<file path="src/rtl/xlat_pkg.sv">
package xlat_pkg;
  typedef enum logic [1:0] {
    ACC_NONE = 2'd0,
    ACC_RO   = 2'd1,
    ACC_RW   = 2'd2
  } acc_e;

  typedef enum logic [1:0] {
    S_IDLE = 2'd0,
    S_BLK  = 2'd1,
    S_PG   = 2'd2
  } xstate_e;

  localparam int FSR_W         = 32;
  localparam int FSR_NOTFOUND  = 30;
  localparam int FSR_PROTECT   = 27;
  localparam int FSR_STORE     = 25;
  localparam int PTE_GUARD_BIT = 3;
endpackage

</file>
<file path="src/rtl/xlat_prot_eval.sv">
module xlat_prot_eval
  import xlat_pkg::*;
(
  input  logic       user_mode,
  input  logic       seg_ukey,
  input  logic       seg_skey,
  input  logic       seg_noexec,
  input  logic       guarded,
  input  logic [1:0] pp,
  input  logic       is_fetch,
  input  logic       is_write,
  output acc_e       lvl,
  output logic       deny
);
  logic key;
  acc_e base;

  always_comb begin
    key = user_mode ? seg_ukey : seg_skey;
    if (key) begin
      unique case (pp)
        2'd0:    base = ACC_NONE;
        2'd2:    base = ACC_RW;
        default: base = ACC_RO;
      endcase
    end else begin
      base = (pp == 2'd3) ? ACC_RO : ACC_RW;
    end
    deny = (base == ACC_NONE)
         || (is_write && base == ACC_RO)
         || (is_fetch && (seg_noexec || guarded));
    lvl  = deny ? ACC_NONE : base;
  end
endmodule

</file>
<file path="src/rtl/xlat_fault_regs.sv">
module xlat_fault_regs
  import xlat_pkg::*;
#(
  parameter int AW = 32
) (
  input  logic             clk,
  input  logic             rst_n,
  input  logic             load_i,
  input  logic [AW-1:0]    addr_i,
  input  logic             not_found_i,
  input  logic             store_i,
  output logic [AW-1:0]    far_o,
  output logic [FSR_W-1:0] fsr_o
);
  logic [AW-1:0]    far_d;
  logic [FSR_W-1:0] fsr_d;

  always_comb begin
    far_d = addr_i;
    fsr_d = '0;
    if (not_found_i) fsr_d[FSR_NOTFOUND] = 1'b1;
    else             fsr_d[FSR_PROTECT]  = 1'b1;
    fsr_d[FSR_STORE] = store_i;
  end

  always_ff @(posedge clk or negedge rst_n) begin
    if (!rst_n) begin
      far_o <= '0;
      fsr_o <= '0;
    end else if (load_i) begin
      far_o <= far_d;
      fsr_o <= fsr_d;
    end
  end

  // registers change only on a load
  p_hold_r12: assert property (@(posedge clk) disable iff (!rst_n)
    !load_i |=> ($stable(far_o) && $stable(fsr_o)));
endmodule

</file>
<file path="src/rtl/xlat_ctrl.sv">
module xlat_ctrl
  import xlat_pkg::*;
#(
  parameter int AW    = 32,
  parameter int OFS_W = 12
) (
  input  logic          clk,
  input  logic          rst_n,
  input  logic          req_valid,
  output logic          req_ready,
  input  logic [AW-1:0] req_addr,
  input  logic          req_is_fetch,
  input  logic          req_is_write,
  input  logic          req_no_fault,
  input  logic          xlat_fetch_en,
  input  logic          xlat_data_en,
  input  logic          user_mode,
  output logic          blk_req_o,
  input  logic          blk_rsp_valid,
  input  logic          blk_hit,
  input  logic [1:0]    blk_access,
  input  logic [AW-1:0] blk_paddr,
  output logic          pg_req_o,
  input  logic          pg_rsp_valid,
  input  logic          pg_hit,
  input  logic [AW-1:0] pg_low,
  input  logic          seg_noexec,
  input  logic          seg_ukey,
  input  logic          seg_skey,
  output logic          done_o,
  output logic          fault_o,
  output logic          fault_instr_o,
  output logic [AW-1:0] pa_o,
  output logic [1:0]    lvl_o,
  output logic [AW-1:0] far_o,
  output logic [31:0]   fsr_o
);
  localparam int RPN_W = AW - OFS_W;

  xstate_e       state_q, state_d;
  logic [AW-1:0] addr_q;
  logic          fetch_q, write_q, nof_q;
  logic          cap_en;
  logic          blk_req_d, pg_req_d;
  logic          fin, fin_ok, fin_nf;
  logic [AW-1:0] fin_pa;
  acc_e          fin_lvl;
  logic          bypass;
  acc_e          pg_lvl;
  logic          pg_deny;
  logic          fault_d, done_d, load_regs;
  logic [RPN_W-1:0] rpn;

  assign rpn = pg_low[AW-1:OFS_W];

  xlat_prot_eval u_prot (
    .user_mode (user_mode),
    .seg_ukey  (seg_ukey),
    .seg_skey  (seg_skey),
    .seg_noexec(seg_noexec),
    .guarded   (pg_low[PTE_GUARD_BIT]),
    .pp        (pg_low[1:0]),
    .is_fetch  (fetch_q),
    .is_write  (write_q),
    .lvl       (pg_lvl),
    .deny      (pg_deny)
  );

  always_comb begin
    bypass    = req_is_fetch ? !xlat_fetch_en : !xlat_data_en;
    state_d   = state_q;
    cap_en    = 1'b0;
    blk_req_d = 1'b0;
    pg_req_d  = 1'b0;
    fin       = 1'b0;
    fin_ok    = 1'b0;
    fin_nf    = 1'b0;
    fin_pa    = '0;
    fin_lvl   = ACC_NONE;
    unique case (state_q)
      S_IDLE: if (req_valid) begin
        cap_en = 1'b1;
        if (bypass) begin
          fin     = 1'b1;
          fin_ok  = 1'b1;
          fin_pa  = req_addr;
          fin_lvl = ACC_RW;
        end else begin
          state_d   = S_BLK;
          blk_req_d = 1'b1;
        end
      end
      S_BLK: if (blk_rsp_valid) begin
        if (blk_hit) begin
          fin = 1'b1;
          if (blk_access != 2'd0) begin
            fin_ok  = 1'b1;
            fin_pa  = blk_paddr;
            fin_lvl = acc_e'(blk_access);
          end
        end else begin
          state_d  = S_PG;
          pg_req_d = 1'b1;
        end
      end
      S_PG: if (pg_rsp_valid) begin
        fin = 1'b1;
        if (!pg_hit) begin
          fin_nf = 1'b1;
        end else if (!pg_deny) begin
          fin_ok  = 1'b1;
          fin_pa  = {rpn, addr_q[OFS_W-1:0]};
          fin_lvl = pg_lvl;
        end
      end
      default: state_d = S_IDLE;
    endcase
    if (fin) state_d = S_IDLE;
    // a bypass finishes in IDLE, where the captured flags are not yet valid
    done_d    = fin && (fin_ok || (state_q != S_IDLE && nof_q));
    fault_d   = fin && !fin_ok && state_q != S_IDLE && !nof_q;
    load_regs = fault_d && !fetch_q;
  end

  always_ff @(posedge clk or negedge rst_n) begin
    if (!rst_n) begin
      state_q       <= S_IDLE;
      addr_q        <= '0;
      fetch_q       <= 1'b0;
      write_q       <= 1'b0;
      nof_q         <= 1'b0;
      blk_req_o     <= 1'b0;
      pg_req_o      <= 1'b0;
      done_o        <= 1'b0;
      fault_o       <= 1'b0;
      fault_instr_o <= 1'b0;
      pa_o          <= '0;
      lvl_o         <= ACC_NONE;
    end else begin
      state_q   <= state_d;
      blk_req_o <= blk_req_d;
      pg_req_o  <= pg_req_d;
      done_o    <= done_d;
      fault_o   <= fault_d;
      if (cap_en) begin
        addr_q  <= req_addr;
        fetch_q <= req_is_fetch;
        write_q <= req_is_write;
        nof_q   <= req_no_fault;
      end
      if (fin) begin
        pa_o  <= fin_pa;
        lvl_o <= fin_lvl;
      end
      if (fault_d) fault_instr_o <= fetch_q;
    end
  end

  assign req_ready = (state_q == S_IDLE);

  xlat_fault_regs #(.AW(AW)) u_fregs (
    .clk        (clk),
    .rst_n      (rst_n),
    .load_i     (load_regs),
    .addr_i     (addr_q),
    .not_found_i(fin_nf),
    .store_i    (write_q),
    .far_o      (far_o),
    .fsr_o      (fsr_o)
  );

  p_bypass_r1: assert property (@(posedge clk) disable iff (!rst_n)
    (req_ready && req_valid && (req_is_fetch ? !xlat_fetch_en : !xlat_data_en))
    |=> (done_o && lvl_o == 2'd2 && pa_o == $past(req_addr) && !blk_req_o));

  p_blk_first_r2: assert property (@(posedge clk) disable iff (!rst_n)
    (state_q == S_BLK && blk_rsp_valid && blk_hit && blk_access != 2'd0)
    |=> (done_o && !pg_req_o && pa_o == $past(blk_paddr)));

  p_pg_pulse_r4: assert property (@(posedge clk) disable iff (!rst_n)
    pg_req_o |=> !pg_req_o);

  p_fsr_cause_r11: assert property (@(posedge clk) disable iff (!rst_n)
    (fault_o && !fault_instr_o) |-> (fsr_o[FSR_NOTFOUND] != fsr_o[FSR_PROTECT]));

  p_one_outcome_r13: assert property (@(posedge clk) disable iff (!rst_n)
    !(done_o && fault_o));

  p_ready_after_r13: assert property (@(posedge clk) disable iff (!rst_n)
    (done_o || fault_o) |-> req_ready);
endmodule

</file>
<file path="config.mk">
export PLATFORM = sky130hd
export DESIGN_NAME = xlat_ctrl
export DESIGN_NICKNAME = d
export VERILOG_FILES = /design/src/rtl/xlat_pkg.sv /design/src/rtl/xlat_prot_eval.sv /design/src/rtl/xlat_fault_regs.sv /design/src/rtl/xlat_ctrl.sv
export SDC_FILE = /design/constraint.sdc
export NUM_CORES = 1
export LEC_CHECK = 0
export BUFFER_PORTS_ARGS = -buffer_cell sky130_fd_sc_hd__clkbuf_2
export CORE_MARGIN = 4
export CORE_UTILIZATION = 43
export DETAILED_ROUTE_END_ITERATION = 16
export HOLD_SLACK_MARGIN = 0.15
export PLACE_DENSITY = 0.76
export SYNTH_ARGS = -nofsm -noshare
export SYNTH_HDL_FRONTEND = slang
export SYNTH_HIERARCHICAL = 1
export SYNTH_SLANG_ARGS = --single-unit
</file>
<file path="constraint.sdc">
create_clock -name clk -period 2.4 [get_ports clk]
set_clock_uncertainty 0.05 [all_clocks]
set_input_delay 0.48 -clock clk [delete_from_list [all_inputs] [get_ports clk]]
set_output_delay 0.48 -clock clk [all_outputs]
set_load 0.01 [all_outputs]
</file>
# Yosys cells after proc, flatten, opt, wreduce, memory -nomap -nowiden
# Cells that the tools add are included.
[classes]
n_addsub = 0
multipliers = 0
n_div = 0
order_cmp = 0
eq_ne = 10
n_shift = 0
n_mux = 55
n_bitwise = 0
n_reduce_logical = 23
[ops]
columns = ["operator", "count"]
rows = [
  ["32-bit two-way mux", 8],
  ["32-bit case mux with 3 select lines", 1],
  ["2-bit two-way mux", 15],
  ["1-bit two-way mux", 26],
  ["2-bit case mux with 3 select lines", 2],
  ["3-bit inequality test (second input constant)", 3],
  ["1-bit logical AND", 8],
  ["2-bit == test (second input constant)", 3],
  ["2-bit logical NOT", 3],
  ["1-bit case mux with 3 select lines", 2],
  ["1-bit logical NOT", 5],
  ["5-bit AND reduction", 1],
  ["2-bit by 1-bit == test with 1-bit output (second input constant)", 2],
  ["1-bit logical OR", 4],
  ["2-bit case mux with 2 select lines", 1],
  ["2-bit nonzero test", 2],
  ["3-bit by 2-bit inequality test with 1-bit output (second input constant)", 1],
  ["2-bit inequality test (second input constant)", 1],
]
[word_totals]
regBits = 111
latchBits = 0
mem_bits_rw = 0
romBits = 0
out_inout_bits = 104
elab_cells = 102
mem_count = 0

# Depth between registers and ports, before layout
# Gate-level depths: netlist of run 1.
[logic_depth]
word_depth = 16
ltp_mapped = 9

# Cells and area by module
# The synthesis of run 1 kept the hierarchy.
[modules_own_cells]
columns = ["mod", "n_inst", "cells_per_inst", "area_each_um2"]
rows = [
  ["xlat_ctrl", 1, 264, 3304.4],
  ["xlat_fault_regs", 1, 105, 1674.1],
  ["xlat_prot_eval", 1, 9, 58.8],
]

# Worst setup path before layout of run 1
# OpenSTA, ideal clock, no wires.
[synth_timing]
kind = "input to register"
start = "input port seg_skey"
end = "register u_fregs.far_o[0]"
setup_ps = 125
arrival_ps = 2364
path_slack_ps = -139
cell_stages = 9
n_path_buf = 2
cell_sequence = "nor2b_1 a211oi_2 o31ai_1 nor3b_2 or4b_4 nor2_1 buf_6 buf_12 mux2_4"
[synth_via]
elab_chain_len = 15
elab_cells_between_ends = 16
cone_classes = "1 x eq/ne; 6 x mux; 9 x reduce/logical"
[synth_lines]
columns = ["element", "line_no", "rtl"]
rows = [
  ["start, declared", "xlat_ctrl.sv:29", "input logic seg_skey,"],
  ["1-bit two-way mux *", "xlat_prot_eval.sv:19", "key = user_mode ? seg_ukey : seg_skey;"],
  ["2-bit two-way mux *", "xlat_prot_eval.sv:20", "if (key) begin"],
  ["2-bit by 1-bit == test with 1-bit output", "xlat_prot_eval.sv:30", "|| (is_write && base == ACC_RO)"],
  ["1-bit logical AND", "xlat_prot_eval.sv:30", ""],
  ["1-bit logical OR *", "xlat_prot_eval.sv:30", ""],
  ["1-bit logical OR *", "xlat_prot_eval.sv:31", "|| (is_fetch && (seg_noexec || guarded));"],
  ["via pg_deny", "xlat_ctrl.sv:50", "logic pg_deny;"],
  ["1-bit two-way mux *", "xlat_ctrl.sv:110", "end else if (!pg_deny) begin"],
  ["1-bit two-way mux *", "xlat_ctrl.sv:108", "if (!pg_hit) begin"],
  ["1-bit two-way mux *", "xlat_ctrl.sv:106", "S_PG: if (pg_rsp_valid) begin"],
  ["1-bit case mux with 3 select lines *", "xlat_ctrl.sv:80", "unique case (state_q)"],
  ["1-bit logical NOT *", "xlat_ctrl.sv:121", "fault_d = fin && !fin_ok && state_q != S_IDLE && !nof_q;"],
  ["1-bit logical AND * (3 in series)", "xlat_ctrl.sv:121", ""],
  ["1-bit logical AND *", "xlat_ctrl.sv:122", "load_regs = fault_d && !fetch_q;"],
  ["via load_regs", "xlat_ctrl.sv:51", "logic fault_d, done_d, load_regs;"],
  ["end signal, assigned", "xlat_fault_regs.sv:31", "far_o <= far_d;"],
  ["end, declared", "xlat_fault_regs.sv:12", "output logic [AW-1:0] far_o,"],
]
# Mark *: on every way through the listed nets, which the timed path passes. The rest lies on a longest branch.
# A chain may end at the register's enable or synchronous reset.

# Worst setup path after layout of run 1
[layout_timing]
start = "input port user_mode"
end = "register u_fregs.far_o[9]"
[layout_via]
elab_chain_len = 15
elab_cells_between_ends = 16
cone_classes = "1 x eq/ne; 6 x mux; 9 x reduce/logical"
[layout_lines]
columns = ["element", "line_no", "rtl"]
rows = [
  ["start, declared", "xlat_ctrl.sv:17", "input logic user_mode,"],
  ["1-bit two-way mux *", "xlat_prot_eval.sv:19", ""],
  ["2-bit two-way mux *", "xlat_prot_eval.sv:20", ""],
  ["2-bit by 1-bit == test with 1-bit output", "xlat_prot_eval.sv:30", ""],
  ["1-bit logical AND", "xlat_prot_eval.sv:30", ""],
  ["1-bit logical OR *", "xlat_prot_eval.sv:30", ""],
  ["1-bit logical OR *", "xlat_prot_eval.sv:31", ""],
  ["via pg_deny", "xlat_ctrl.sv:50", ""],
  ["1-bit two-way mux *", "xlat_ctrl.sv:110", ""],
  ["1-bit two-way mux *", "xlat_ctrl.sv:108", ""],
  ["1-bit two-way mux *", "xlat_ctrl.sv:106", ""],
  ["1-bit case mux with 3 select lines *", "xlat_ctrl.sv:80", ""],
  ["1-bit logical NOT *", "xlat_ctrl.sv:121", ""],
  ["1-bit logical AND * (3 in series)", "xlat_ctrl.sv:121", ""],
  ["1-bit logical AND *", "xlat_ctrl.sv:122", ""],
  ["via load_regs", "xlat_ctrl.sv:51", ""],
]
# Marks and branches as above.

==> results of run 1 <==
-- layout make-up --
type / instances / area [sq um] / share of cell area [%]
inverters: 4 / 15.0 / 0.231
well taps: 143 / 179 / 2.75
clock inverters: 4 / 28.8 / 0.442
clock buffers: 11 / 253 / 3.88
multi-input cells: 236 / 2010 / 30.9
flip-flops and latches: 111 / 2780 / 42.7
repair buffers: 211 / 1250 / 19.2
-- power breakdown --
part | internal, W | switching [W] | leakage [nW]
clock | 0.000758 | 0.000650 | 0.134
sequential | 0.00279 | 0.000545 | 1.35
combinational | 0.00180 | 0.00150 | 1.75
-- synth_stat cells, types with 2 or more instances --
master and number:
o21a_1 2, buf_12 3, buf_6 3, mux2_4 30, mux2i_1 2, buf_4 29, a21oi_1 33, buf_2 2
inv_1 4, dfrtp_1 111, nor3_1 3, clkbuf_1 15, a2bb2oi_1 32, o21ai_0 3, nand2_1 4, a22oi_1 32
buf_1 3, nor2_1 7, mux2_2 40, nor2b_1 5
-- registers in the layout (all words and copies together), names as in the netlist, 2 cells and up --
name,cells
lvl_o,2
state_q,2
addr_q,32
u_fregs/fsr_o,3
u_fregs/far_o,32
pa_o,32
-- placed cells by master (no fill, tap or decap), types with 2 or more instances in the layout --
master / n
a21oi_1: 33
a22oi_1: 32
a2bb2oi_1: 32
buf_12: 4
buf_4: 24
clkbuf_16: 12
clkbuf_2: 178
clkbuf_8: 2
clkinvlp_4: 2
conb_1: 29
dfrtp_1: 111
inv_1: 4
mux2_2: 37
mux2_4: 33
mux2i_1: 2
nand2_1: 4
nor2_1: 6
nor2b_1: 4
nor3_1: 3
o21a_1: 2
o21ai_0: 3
-- stage by stage --
stage	hold slack (ns)	cells	worst slack (ns)	utilization [%]	instance area, sq um
detailed placement	0.422	697	-0.293	53.3	6090
global placement	0.413	697	-0.292	53.3	6090
finish	0.319	720	0.0435	57.0	6510
CTS	0.291	713	-0.0327	56.0	6390
global route	0.295	720	-0.00126	57.0	6510
floorplan	0.134	406	-0.0363	-	5150
-- kinds of logic after synthesis --
kind of cell / after synthesis
other cells: 1
buf+inv: 59
flops: 111
mux: 72
compound gates: 108
simple gates: 27
-- worst max-delay path: cells and delay by family --
family | cells | cell delay [ns]
muxes | 1 | 0.30
and+or+nand+nor | 4 | 0.81
buffers and inverters | 4 | 0.62
AOI/OAI and AO/OA | 2 | 0.32
-- path summary, 6_finish.rpt --
check	to	depth (start not counted)
max	u_fregs/far_o[9]	11
min	pg_req_o	2
max reg2reg	u_fregs/far_o[9]	9
min reg2reg	addr_q[23]	1
max in group asynchronous	addr_q[20]	3
min in group asynchronous	pa_o[11]	2
-- repair_timing --
action,CTS,global route
setup buffers,0,3
endpoints found under the hold margin,34,0
setup endpoints to repair,5,48
gates cloned,0,4
hold buffers,1,0
pin swaps,0,3
resized for setup,3,0
-- metal layers --
metal / wire (microns) / GRT usage [%] / vias up
met5: 0 / 0 / -
met4: 152 / 5.49 / 0
met3: 988 / 4.61 / 15
met2: 6390 / 31.0 / 171
met1: 5210 / 22.9 / 1886
li1: - / - / 1724
==> results.cfg, run 1 <==
[clock_tree]
cts_tree = yes
root_buffer = clkbuf_16
clk-insertion-delay-late_ns = 0.33
cts.clk_slew.worst_paths_ns = 0.07
inserted_clock_buffers = 9
max-clock-path-buffers = 2
cts-htree-levels = 3
tritoncts_num_sinks = 111

[synth]
post_synth_and_or_nand_nor_area_fraction_pct = 3.23
adder_cell_share_of_the_synthesized_area_pct = 0
post_synth_instance_area_sq_mm = 0.00504
library_cell_occupying_the_most_area_in_the_post_synthesis_netlist = dfrtp_1
yosysWarnings = 6
yosysSeqAreaShare_pct = 55.1
synth_top_cell_area_share_pct = 55.1
synth_top_family_by_area = multiplexers
dominantRegCellSynth = dfrtp_1
ys_seq_elements = 111
synth_top_area_cells = dfrtp_1 (55%), mux2_2 (8.9%), mux2_4 (8.9%), a2bb2oi_1 (5.6%), a22oi_1 (4.8%)
syn_inst = 378
synth-compound-area-share_pct = 15.3
synth-xor-area-share_pct = 0
synth-edff-count = 0
yosys-mux-area-fraction_pct = 18.3
post_synth.cell_area_avg_sq_um = 13.3
netlist-cell-type-count = 35
synth-async-reset-ratio_pct = 100

[worst_setup_path]
critPathLaunch = user_mode
reg2reg_from = write_q
ff2ff_setup_slack_ns = 0.05
critPathMaxFanout = 8
crit_arrival_ns = 2.53
timing.critical_path.slowest_cell_delay_ns = 0.54
cells_traversed_along_the_worst_timing_path = clkbuf_2, nor2b_4, a211oi_2, o31ai_1, buf_4, nor3b_4, or4b_4, nor2_4, buf_12, clkbuf_16, mux2_4
critical_path.endpoint_type = flop
crit_required_ns = 2.57
timing.setup.critical_path_class = in2reg
crit_path_max_delay_cell_type = or4b_4
critPathLaunchType = primary input

[finish]
finalNetCount = 687
syn2layout_area_growth_pct = 29.3
n_antenna_cell = 0
proportion_of_layout_cells_with_a_drive_suffix_above_1_pct = 52.3
fillCellCount = 961

[outcome]
run_status = finished, final reports clean

[routing]
total_length_of_routed_wires_microns = 12700
detail_route.iter0.violations = 226
routed_via_density = 5.27
ant_nets = 0
drt-wirelength-per-cell_microns = 17.7
drt_pre_antenna_iters = 4
drc_markers = 0
vias = 3796

[power_and_ir_drop]
powerDensity_mw_per_mm2 = 1240
totalPowerFinal_w = 0.00804
vdd.ir_drop.worst_uv = 678
power_leakage_nw = 3.24

[floorplan]
die_h_microns = 116
floorplan.die_area_sq_mm = 0.0135
pin_count = 218
floorplan.rows = 39
die-width_microns = 116
initial_core_util_pct = 44.1
core-area_sq_mm = 0.0114

[timing]
timing.fmax_mhz = 424
post-route-min-period_ns = 2.36
final_setup_violations = 0
layout_worst_path_cycle_share_pct = 98.2
finalHoldViolCount = 0
timing.final.max_slew_violations = 0
finalSetupTns_ns = 0

[min_path]
worstHoldStart = blk_hit
type_of_the_worst_min_delay_path = in2reg

[global_route]
globalRouteTotalUtil_pct = 18.2
number_of_antenna_violations_at_the_first_check_in_global_routing = 0
wire_length_of_the_first_global_routing_pass_microns = 19300
grt_start_max_net_pins = 56
grt_pass1_vias = 3839
remaining_global_route_overflow = 0

[placed_design]
dpl.hpwl_microns = 9280
finalWeightedCongestion = 0.807
port-buffer-count = 179

[flow_run]
drv_cap = 0
(Power assumes the default switching activity.)
==> run 2, diff against run 1 <==
--- a/config.mk
+++ b/config.mk
@@ -5,6 +5,7 @@
 export SDC_FILE = /design/constraint.sdc
 export NUM_CORES = 1
 export LEC_CHECK = 0
+export ABC_AREA = 1
 export BUFFER_PORTS_ARGS = -buffer_cell sky130_fd_sc_hd__clkbuf_2
 export CORE_MARGIN = 4
 export CORE_UTILIZATION = 43
==> run 2 against run 1 <==
  * Worst setup slack improved by 0.30 ns
  * Worst hold slack worse by 0.029 ns
  * Count of clock-buffer cells in the layout is 2 lower
  * Core utilization down 2.0 points
  * Sequential power is 3% lower
  * Total power shrank 6.3%
  * Routed wire length grew 6.2%
  * Critical path type is now reg2reg
  * Global-route usage is 2.0 points higher
==> results.cfg, run 2 <==
[finish]
final_common_cell = nand2_1
biggestRegsByFlops = addr_q: 32 flops, pa_o: 32 flops, u_fregs/far_o: 32 flops
n_antenna_cell = 0
syn2layout_area_growth_pct = 25.0
layout_common_cells = nand2_1 (345), clkbuf_2 (178), dfrtp_1 (111)
finalNetCount = 908
proportion_of_layout_cells_with_a_drive_suffix_above_1_pct = 28.8

[placed_design]
dpl.hpwl_microns = 9760
finalWeightedCongestion = 0.813
port-buffer-count = 179

[global_route]
number_of_antenna_violations_at_the_first_check_in_global_routing = 0
grt_start_max_net_pins = 45
remaining_global_route_overflow = 0
wire_length_of_the_first_global_routing_pass_microns = 21300
globalRouteTotalUtil_pct = 20.2
grt_pass1_vias = 4341

[routing]
drt_pre_antenna_iters = 5
routed_via_density = 4.80
drt-met1-wl_microns = 5910
detail_route.iter0.violations = 225
sum_of_met3_wire_segment_lengths_after_detailed_routing_microns = 1010
drt-wirelength-per-cell_microns = 14.4
total_length_of_routed_wires_microns = 13500
max_used_layer = met4
vias = 4514
met2WireLength_microns = 6390
drc_markers = 0
ant_nets = 0

[clock_tree]
cts.clk_slew.worst_paths_ns = 0.07
cts-htree-levels = 3
root_buffer = clkbuf_16
tritoncts_num_sinks = 111
cts_tree = yes
inserted_clock_buffers = 9
clk-insertion-delay-late_ns = 0.34
post_cts_resized = 0
max-clock-path-buffers = 2

[worst_setup_path]
timing.critical_path.slowest_cell_delay_ns = 0.44
critical_path.endpoint_type = flop
worstPathBufferInverterCount = 1
critPathLaunch = state_q[1]
timing.setup.critical_path_class = reg2reg
crit_required_ns = 2.63
reg2reg_from = state_q[1]
crit_path_max_delay_cell_type = dfrtp_1
cpLargestDelayFamily = simple AND/OR/NAND/NOR gates
critPathMaxFanout = 19
crit_arrival_ns = 2.28
cells_traversed_along_the_worst_timing_path = nor2_2, nand2_2, nor2_4, nor2_4, nor2_1, nand2_1, nor2_4, buf_4, nand2_1, nand2_1
critPathLaunchType = flop

[power_and_ir_drop]
power_switching_w = 0.00280
totalPowerFinal_w = 0.00753
vdd.ir_drop.worst_uv = 538
comb_power_share_pct = 34.7
clockPowerShare_pct = 22.3
internal_cell_power_w = 0.00473
seq_power_share_pct = 42.9
switching_fraction_of_total_power_pct = 37.2
powerDensity_mw_per_mm2 = 1190
power_leakage_nw = 3.61

[floorplan]
die-width_microns = 116
pin_count = 218
floorplan.die_area_sq_mm = 0.0135
core-area_sq_mm = 0.0115
initial_core_util_pct = 44.0
die_h_microns = 116
floorplan.rows = 39

[synth]
dominantRegCellSynth = dfrtp_1
synth-async-reset-ratio_pct = 100
ys_seq_elements = 111
yosysSeqAreaShare_pct = 55.0
yosys-mux-area-fraction_pct = 0
synth-edff-count = 0
synth-compound-area-share_pct = 1.59
yosysWarnings = 6
count_leader_synth = nand2_1
post_synth_instance_area_sq_mm = 0.00505
synth-xor-area-share_pct = 0
synth_top_cell_area_share_pct = 55.0
post_synth.cell_area_avg_sq_um = 8.18
adder_cell_share_of_the_synthesized_area_pct = 0
syn_inst = 617
netlist-cell-type-count = 24
synth_top_family_by_area = simple AND/OR/NAND/NOR gates
library_cell_occupying_the_most_area_in_the_post_synthesis_netlist = dfrtp_1
synth.cells.most_frequent = nand2_1 (345), dfrtp_1 (111), nand4_1 (33)
synth_top_area_cells = dfrtp_1 (55%), nand2_1 (26%), buf_4 (4.8%), nand4_1 (4.1%), buf_2 (1.9%)
post_synth_and_or_nand_nor_area_fraction_pct = 33.6

[min_path]
type_of_the_worst_min_delay_path = in2reg
worstHoldStart = blk_hit

[timing]
final_setup_violations = 0
unrepaired_setup_endpoints_after_global_routing = false
timing.fmax_mhz = 487
timing.final.max_slew_violations = 0
layout_worst_path_cycle_share_pct = 85.6
post-route-min-period_ns = 2.06
finalSetupTns_ns = 0
finalHoldViolCount = 0

[outcome]
run_status = finished, final reports clean

[flow_run]
drv_cap = 0
==> run 2: cell types whose count changed in the layout (fill, tap and decap cells not counted), sizes merged, moves of 4 or more <==
cell,before,now
nand2,4,357
mux2,70,0
nand4,0,33
a2bb2oi,32,0
a21oi,33,3
a22oi,32,2
inv,5,25
buf,29,14
nand3,0,9
nor2,7,13
clkbuf,192,187
nor2b,5,0
o21ai,3,7
==> run 2: area by class of cell <==
type                       count  area, sq um
clock buffer                   9          225
tap                          143          179
sequential                   111         2780
timing repair buffer         193         1020
multi-input combinational    455         1900
inverter                      24         97.6
clock inverter                 6          109
fill                        1103         5160
==> run 2: power groups by stage <==
stage          Sequential, W  Clock [W]  Combinational [W]
2_1_floorplan        0.00345          0            0.00133
3_3_place_gp         0.00324          0            0.00259
3_5_place_dp         0.00326          0            0.00266
4_1_cts              0.00323    0.00172            0.00267
5_1_grt              0.00334    0.00179            0.00297
6_report             0.00323    0.00168            0.00262
==> run 2: per-stage QoR <==
stage	hold WS, ns	cells	setup slack (ns)	area, sq um	util (%)
global route	0.283	941	0.162	6310	55.0
floorplan	0.134	645	0.552	5150	-
detailed placement	0.317	925	0.200	5960	52.0
global placement	0.315	925	0.224	5960	52.0
CTS	0.275	941	0.328	6310	55.0
finish	0.290	941	0.345	6310	55.0
==> run 2: repair_timing <==
action / in CTS / in global routing
hold buffers: 1 / 0
endpoints found under the setup margin: 0 / 0
buffers inserted: 0 / 0
hold endpoints to repair: 15 / 0
==> run 2: final timing paths <==
kind                       cells past startpoint  slack (ns)           endpoint
max                                           10        0.34   u_fregs/far_o[0]
min                                            2        0.29           pg_req_o
max reg2reg                                   10        0.34   u_fregs/far_o[0]
min reg2reg                                    2        0.42  u_fregs/far_o[17]
max in group asynchronous                      3        1.15         addr_q[25]
min in group asynchronous                      2        0.50           lvl_o[0]
==> run 2: kinds of logic (layout without fill, tap and decap cells) <==
group                  Yosys count  count (layout)
AND/OR/NAND/NOR                413             413
flip-flops                     111             111
buffers and inverters           79             232
AO/OA/AOI/OAI                   13              13
other                            1              29
==> run 2: worst reg2reg max path, delay by kind of cell, from the launching register on <==
family,cells,cell delay (ns)
flops,1,0.44
buf+inv,1,0.30
simple gates,9,1.18
==> run 2: routing by layer <==
metal	GRT usage [%]	vias up
li1	-	2206
met1	26.7	2135
met2	32.8	158
met3	4.20	15
met4	7.66	0
met5	0	-
